**src/rtl/thread_select_pkg.sv**
```systemverilog
package thread_select_pkg;

    typedef enum logic [1:0] {
        SEL_FINE   = 2'd0,
        SEL_COARSE = 2'd1,
        SEL_PREF   = 2'd2,
        SEL_ALT    = 2'd3
    } sel_mode_e;

endpackage

```
**src/rtl/thread_rr_pick.sv**
```systemverilog
module thread_rr_pick #(
    parameter int N_THREADS = 4,
    parameter int TID_W     = 2
) (
    input  logic [N_THREADS-1:0] req_i,
    input  logic [TID_W-1:0]     start_i,
    output logic                 found_o,
    output logic [TID_W-1:0]     idx_o
);

    // scan upward from start_i with wrap-around, first hit wins
    always_comb begin
        found_o = 1'b0;
        idx_o   = '0;
        for (int k = 0; k < N_THREADS; k++) begin
            if (!found_o && req_i[(int'(start_i) + k) % N_THREADS]) begin
                found_o = 1'b1;
                idx_o   = TID_W'((int'(start_i) + k) % N_THREADS);
            end
        end
    end

endmodule

```
**src/rtl/thread_pc_bank.sv**
```systemverilog
module thread_pc_bank #(
    parameter int N_THREADS = 4,
    parameter int PC_W      = 32,
    parameter int TID_W     = 2
) (
    input  logic                          clk,
    input  logic                          rst_n,
    input  logic [N_THREADS*PC_W-1:0]     rst_vec_i,
    input  logic                          wr_en_i,
    input  logic [TID_W-1:0]              wr_tid_i,
    input  logic [PC_W-1:0]               wr_pc_i,
    output logic [N_THREADS-1:0][PC_W-1:0] pcs_o
);

    logic [N_THREADS-1:0][PC_W-1:0] pc_d, pc_q;

    always_comb begin
        pc_d = pc_q;
        if (wr_en_i) begin
            pc_d[wr_tid_i] = wr_pc_i;
        end
    end

    always_ff @(posedge clk) begin
        if (!rst_n) begin
            for (int i = 0; i < N_THREADS; i++) begin
                pc_q[i] <= rst_vec_i[i*PC_W +: PC_W];
            end
        end else begin
            pc_q <= pc_d;
        end
    end

    assign pcs_o = pc_q;

endmodule

```
**src/rtl/thread_select.sv**
```systemverilog
module thread_select
    import thread_select_pkg::*;
#(
    parameter int N_THREADS     = 4,
    parameter int PC_W          = 32,
    parameter int REFILL_CYCLES = 5,
    localparam int TID_W        = (N_THREADS > 1) ? $clog2(N_THREADS) : 1,
    localparam int CNT_W        = (REFILL_CYCLES > 0) ? $clog2(REFILL_CYCLES + 1) : 1
) (
    input  logic                      clk,
    input  logic                      rst_n,
    input  logic [1:0]                mode_i,
    input  logic [TID_W-1:0]          pref_tid_i,
    input  logic [N_THREADS-1:0]      ready_i,
    input  logic                      long_miss_i,
    input  logic [PC_W-1:0]           next_pc_i,
    input  logic [N_THREADS*PC_W-1:0] rst_vec_i,
    output logic                      valid_o,
    output logic [TID_W-1:0]          tid_o,
    output logic [PC_W-1:0]           pc_o,
    output logic                      flush_o,
    output logic                      refill_busy_o
);

    typedef struct packed {
        logic [TID_W-1:0] ptr;   // rotation start
        logic [TID_W-1:0] cur;   // owner under switch-on-event
        logic [CNT_W-1:0] cnt;   // refill cycles left
    } sel_state_t;

    sel_state_t st_d, st_q;

    function automatic logic [TID_W-1:0] wrap_inc(input logic [TID_W-1:0] t);
        return (t == TID_W'(N_THREADS - 1)) ? '0 : t + 1'b1;
    endfunction

    logic                  rr_found, alt_found;
    logic [TID_W-1:0]      rr_idx, alt_idx;
    logic [N_THREADS-1:0]  alt_req;
    logic                  sel_valid, sel_flush;
    logic [TID_W-1:0]      sel_tid;
    logic [N_THREADS-1:0][PC_W-1:0] pcs;
    sel_mode_e             mode;

    assign mode    = sel_mode_e'(mode_i);
    assign alt_req = ready_i & ~(N_THREADS'(1) << st_q.cur);

    thread_rr_pick #(.N_THREADS(N_THREADS), .TID_W(TID_W)) u_rr_pick (
        .req_i   (ready_i),
        .start_i (st_q.ptr),
        .found_o (rr_found),
        .idx_o   (rr_idx)
    );

    thread_rr_pick #(.N_THREADS(N_THREADS), .TID_W(TID_W)) u_alt_pick (
        .req_i   (alt_req),
        .start_i (wrap_inc(st_q.cur)),
        .found_o (alt_found),
        .idx_o   (alt_idx)
    );

    always_comb begin
        st_d      = st_q;
        sel_valid = 1'b0;
        sel_tid   = st_q.ptr;
        sel_flush = 1'b0;
        if (st_q.cnt != '0) begin
            st_d.cnt = st_q.cnt - 1'b1;
        end
        unique case (mode)
            SEL_COARSE: begin
                sel_tid   = st_q.cur;
                sel_valid = ready_i[st_q.cur];
                if (long_miss_i && alt_found) begin
                    sel_flush = 1'b1;
                    st_d.cur  = alt_idx;
                    st_d.ptr  = wrap_inc(alt_idx);
                    st_d.cnt  = CNT_W'(REFILL_CYCLES);
                end
            end
            SEL_PREF: begin
                if (ready_i[pref_tid_i]) begin
                    sel_valid = 1'b1;
                    sel_tid   = pref_tid_i;
                end else if (rr_found) begin
                    sel_valid = 1'b1;
                    sel_tid   = rr_idx;
                end
            end
            default: begin
                if (rr_found) begin
                    sel_valid = 1'b1;
                    sel_tid   = rr_idx;
                end
            end
        endcase
        if (mode != SEL_COARSE && sel_valid) begin
            st_d.ptr = wrap_inc(sel_tid);
            st_d.cur = sel_tid;
        end
    end

    always_ff @(posedge clk) begin
        if (!rst_n) begin
            st_q <= '0;
        end else begin
            st_q <= st_d;
        end
    end

    thread_pc_bank #(.N_THREADS(N_THREADS), .PC_W(PC_W), .TID_W(TID_W)) u_pc_bank (
        .clk       (clk),
        .rst_n     (rst_n),
        .rst_vec_i (rst_vec_i),
        .wr_en_i   (sel_valid & ~sel_flush),
        .wr_tid_i  (sel_tid),
        .wr_pc_i   (next_pc_i),
        .pcs_o     (pcs)
    );

    assign valid_o       = sel_valid;
    assign tid_o         = sel_tid;
    assign pc_o          = pcs[sel_tid];
    assign flush_o       = sel_flush;
    assign refill_busy_o = (st_q.cnt != '0);

endmodule

```
**config.mk**
```make
export PLATFORM = sky130hd
export DESIGN_NAME = thread_select
export DESIGN_NICKNAME = d
export VERILOG_FILES = /design/src/rtl/thread_select_pkg.sv /design/src/rtl/thread_rr_pick.sv /design/src/rtl/thread_pc_bank.sv /design/src/rtl/thread_select.sv
export SDC_FILE = /design/constraint.sdc
export NUM_CORES = 1
export LEC_CHECK = 0
export CAP_MARGIN = 5
export CORE_UTILIZATION = 49
export DETAILED_ROUTE_END_ITERATION = 12
export PLACE_DENSITY = 0.81
export RECOVER_POWER = 50
export SETUP_SLACK_MARGIN = 0.5
export SYNTH_ARGS = -nofsm -noshare
export SYNTH_HDL_FRONTEND = slang
export SYNTH_HIERARCHICAL = 1
export SYNTH_SLANG_ARGS = --single-unit
export TNS_END_PERCENT = 20
```
**constraint.sdc**
```tcl
create_clock -name clk -period 5.85 [get_ports clk]
set_input_delay 0.8775 -clock clk [delete_from_list [all_inputs] [get_ports clk]]
set_output_delay 0.8775 -clock clk [all_outputs]
set_load 0.005 [all_outputs]
```
==> metrics.cfg <==
[worst_setup_path]
crit_slowest_cell=dlygate4sd3_1
crit_buf_inv=3
required_ns=4.97
max_stage_delay_ns=0.63
critPathArrivalTime_ns=4.54
cp_common_cell=mux2i_1
cp-end-kind=output pin
r2r_slack_ns=1.49
path_delay_family=buffers and inverters
r2r-end=u_pc_bank/pcs_o[55]
critPathMaxFanout=68
worst_setup_path_start_kind=primary input
path_cells=dlygate4sd3_1 > nor2_1 > nand3_1 > mux2_1 > mux2_2 > a221oi_1 > buf_12 > mux2i_1 > mux2i_1 > clkdlybuf4s50_1
crit_type=primary input to output pin
crit_start=ready_i[1]
rr_worst_depth=11
reg2reg_from=st_q[5]
crit_end=pc_o[7]
path_depth=10

[clock_network]
h-tree-depth=4
clock_latency_ns=0.42
cts_root_buffer=clkbuf_16
cts_inserted_buffers=17
postCtsHoldBufs=0
post_cts_buffers=0
clkSinkCount=135
cts.reportedPaths.clkPinSlew_ns=0.05
clock_tree.buffer_depth=2
cts_resized=0
cts_tree=yes

[yosys]
synth_fp_nets=853
syn_inst=673
avgSynthCellArea_um2=11.2
netlist_area_um2=7530
ys_seq_area_share_pct=52.9
ys_types=38
ys.warnings.count=6
synth_seq_cells=135

[outcome]
violations=capacitance limit, slew limit
status=complete, but fails checks

[power_and_ir_drop]
p_per_area_nw_per_um2=317
power.leakage_nw=4.48
finalPower_mw=3.25
vdd_drop_max_v=0.000262

[floorplan]
die_y_um=126
rows=44
die_w_um=126
core_um2=14800
start_util_pct=51.0
boundaryPins=208
dieArea_um2=15900

[placement]
port_buffers=207
gp_congestion=0.849
place_hpwl_um=13100
placed_cell_area_um2=9720

[drt]
finalWirelength_um=20000
wl_per_cell_um=18.8
drt_first_iter_violations=424
num_vias=5923
dr.pass1.iters=5
drc=0
routed_via_density=5.58
postRouteAntennaNets=0

[sta]
finalHoldViolations=0
period_needed_ns=5.42
timing.final.max_slew_violations=118
fin_skew_ns=0.00542
setup_tns_ns=0
worst_pin_slew_ns=2.18
rsz0062_at_grt=no
clock.fmax_ghz=0.184
relSlewSlack_pct=-45.7
setup_viol=0
finalCritPeriodShare_pct=92.7

[global_routing]
grt_max_degree=109
grt_use_total_pct=25.8
grt_overflow_total=0
grt_pass1_vias=6223
grt_antenna_before_repair=0
grt_pass1_wl_um=31200

[cells_and_area]
fin_area_um2=10200
fin_nets=1045
area_delta_synth_final_pct=35.9
antenna_cells=0
fillers=1075
drive_gt1_share_pct=8.20

[run]
maxCapViolCount=5

[min_path]
hp-class=flip-flop to flip-flop

## report_power, final
part           internal [mW]  leakage (nW)  switching [mW]  total (mW)
Sequential              1.22          1.37          0.0424        1.26
Clock                  0.663         0.280           0.386        1.05
Combinational          0.469          2.83           0.464       0.934
Total                   2.35          4.48           0.893        3.25
## cell usage after synthesis
library cell | n | area [um^2]
dfxtp_1 | 7 | 140
o221ai_1 | 2 | 17.5
buf_1 | 4 | 15.0
a221oi_1 | 1 | 8.76
o21bai_1 | 1 | 7.51
o22ai_1 | 98 | 613
a221o_1 | 2 | 20.0
a2bb2oi_1 | 2 | 17.5
mux2i_1 | 99 | 991
ha_1 | 9 | 113
nand2b_1 | 6 | 37.5
edfxtp_1 | 128 | 3840
mux2_2 | 1 | 11.3
or2_1 | 1 | 6.26
clkbuf_1 | 7 | 26.3
o32ai_1 | 1 | 8.76
inv_1 | 146 | 548
nor3_1 | 2 | 10.0
inv_2 | 3 | 11.3
nand3_1 | 3 | 15.0
nand2_1 | 39 | 146
mux2_1 | 2 | 22.5
a41o_1 | 1 | 10.0
a22oi_1 | 3 | 22.5
nor2b_1 | 5 | 31.3
o211a_1 | 1 | 10.0
and2_1 | 2 | 12.5
buf_2 | 22 | 110
a2111oi_0 | 1 | 8.76
buf_4 | 4 | 30.0
mux4_2 | 2 | 45.0
o21ai_0 | 7 | 35.0
a221oi_4 | 1 | 26.3
o22ai_2 | 30 | 375
a21oi_1 | 13 | 65.1
nor2_1 | 10 | 37.5
buf_6 | 6 | 67.6
xnor2_1 | 1 | 8.76
## worst min-delay path by stage
stage                        from       to  cells after the start
after floorplan           st_q[1]  st_q[1]                      2
after global placement    st_q[1]  st_q[1]                      2
after detailed placement  st_q[1]  st_q[1]                      2
after CTS                 st_q[1]  st_q[1]                      2
after global routing      st_q[1]  st_q[1]                      2
final                     st_q[1]  st_q[1]                      2
## tightest hold or removal path: cells and delay by family (launching register included)
family | cells | cell delay, ns
AO/OA/AOI/OAI | 1 | 0.07
flip-flops | 1 | 0.30
AND/OR/NAND/NOR | 1 | 0.10
## layout by cell type (no fill, tap or decap), types with 4 or more instances in the layout
cell             Yosys  routed
nand2_1             39      39
clkdlybuf4s50_1      0     201
o21ai_0              7       4
mux2i_1             99      99
edfxtp_1           128     128
clkinv_1             0       4
ha_1                 9       9
dlygate4sd3_1        0       5
dfxtp_1              7       7
inv_1              146     147
nor2_1              10      10
nand2b_1             6       6
clkbuf_16            0      17
a21oi_1             13      13
o22ai_2             30      30
buf_4                4       6
nor2b_1              5       5
o22ai_1             98      98
## through the flow
stage | instances | setup WS, ns | utilization, % | hold WS [ns]
2_1_floorplan | 673 | 0.357 | - | 0.480
3_3_place_gp | 1030 | 0.867 | 65.8 | 0.494
3_5_place_dp | 1030 | 0.724 | 65.8 | 0.527
4_1_cts | 1062 | 0.696 | 69.8 | 0.532
5_1_grt | 1062 | 0.342 | 69.3 | 0.559
6_report | 1062 | 0.428 | 69.3 | 0.528
## registers in the layout (all words and copies together) (netlist names)
name             cells
u_pc_bank/pcs_o    128
st_q                 7
## cell families after synthesis
family | after synthesis | share of synthesized area [%]
AO/OA/AOI/OAI | 164 | 16.6
XOR/XNOR | 1 | 0.116
adder cells (fa/ha/maj) | 9 | 1.50
buffers and inverters | 192 | 10.7
flip-flops | 135 | 52.9
multiplexers | 104 | 14.2
AND/OR/NAND/NOR | 68 | 3.94
## cell type report
type                    instances  area, um^2  area share, %
clock inverters                14         156           1.53
well taps                     184         230           2.25
repair buffers                216        2150           21.0
clock buffers                  18         429           4.20
flip-flops and latches        135        3980           38.9
inverters                     149         559           5.47
multi-input cells             346        2730           26.6
## routing by layer
metal  track usage [%]  vias to the layer above  wire [um]
met2              46.7                      255      10400
li1                  -                     2808          -
met3              4.50                       42       1170
met1              29.8                     2818       7920
met4              11.3                        0        458
met5                 0                        -          0
No activity file was read; power rests on OpenSTA's default activity.
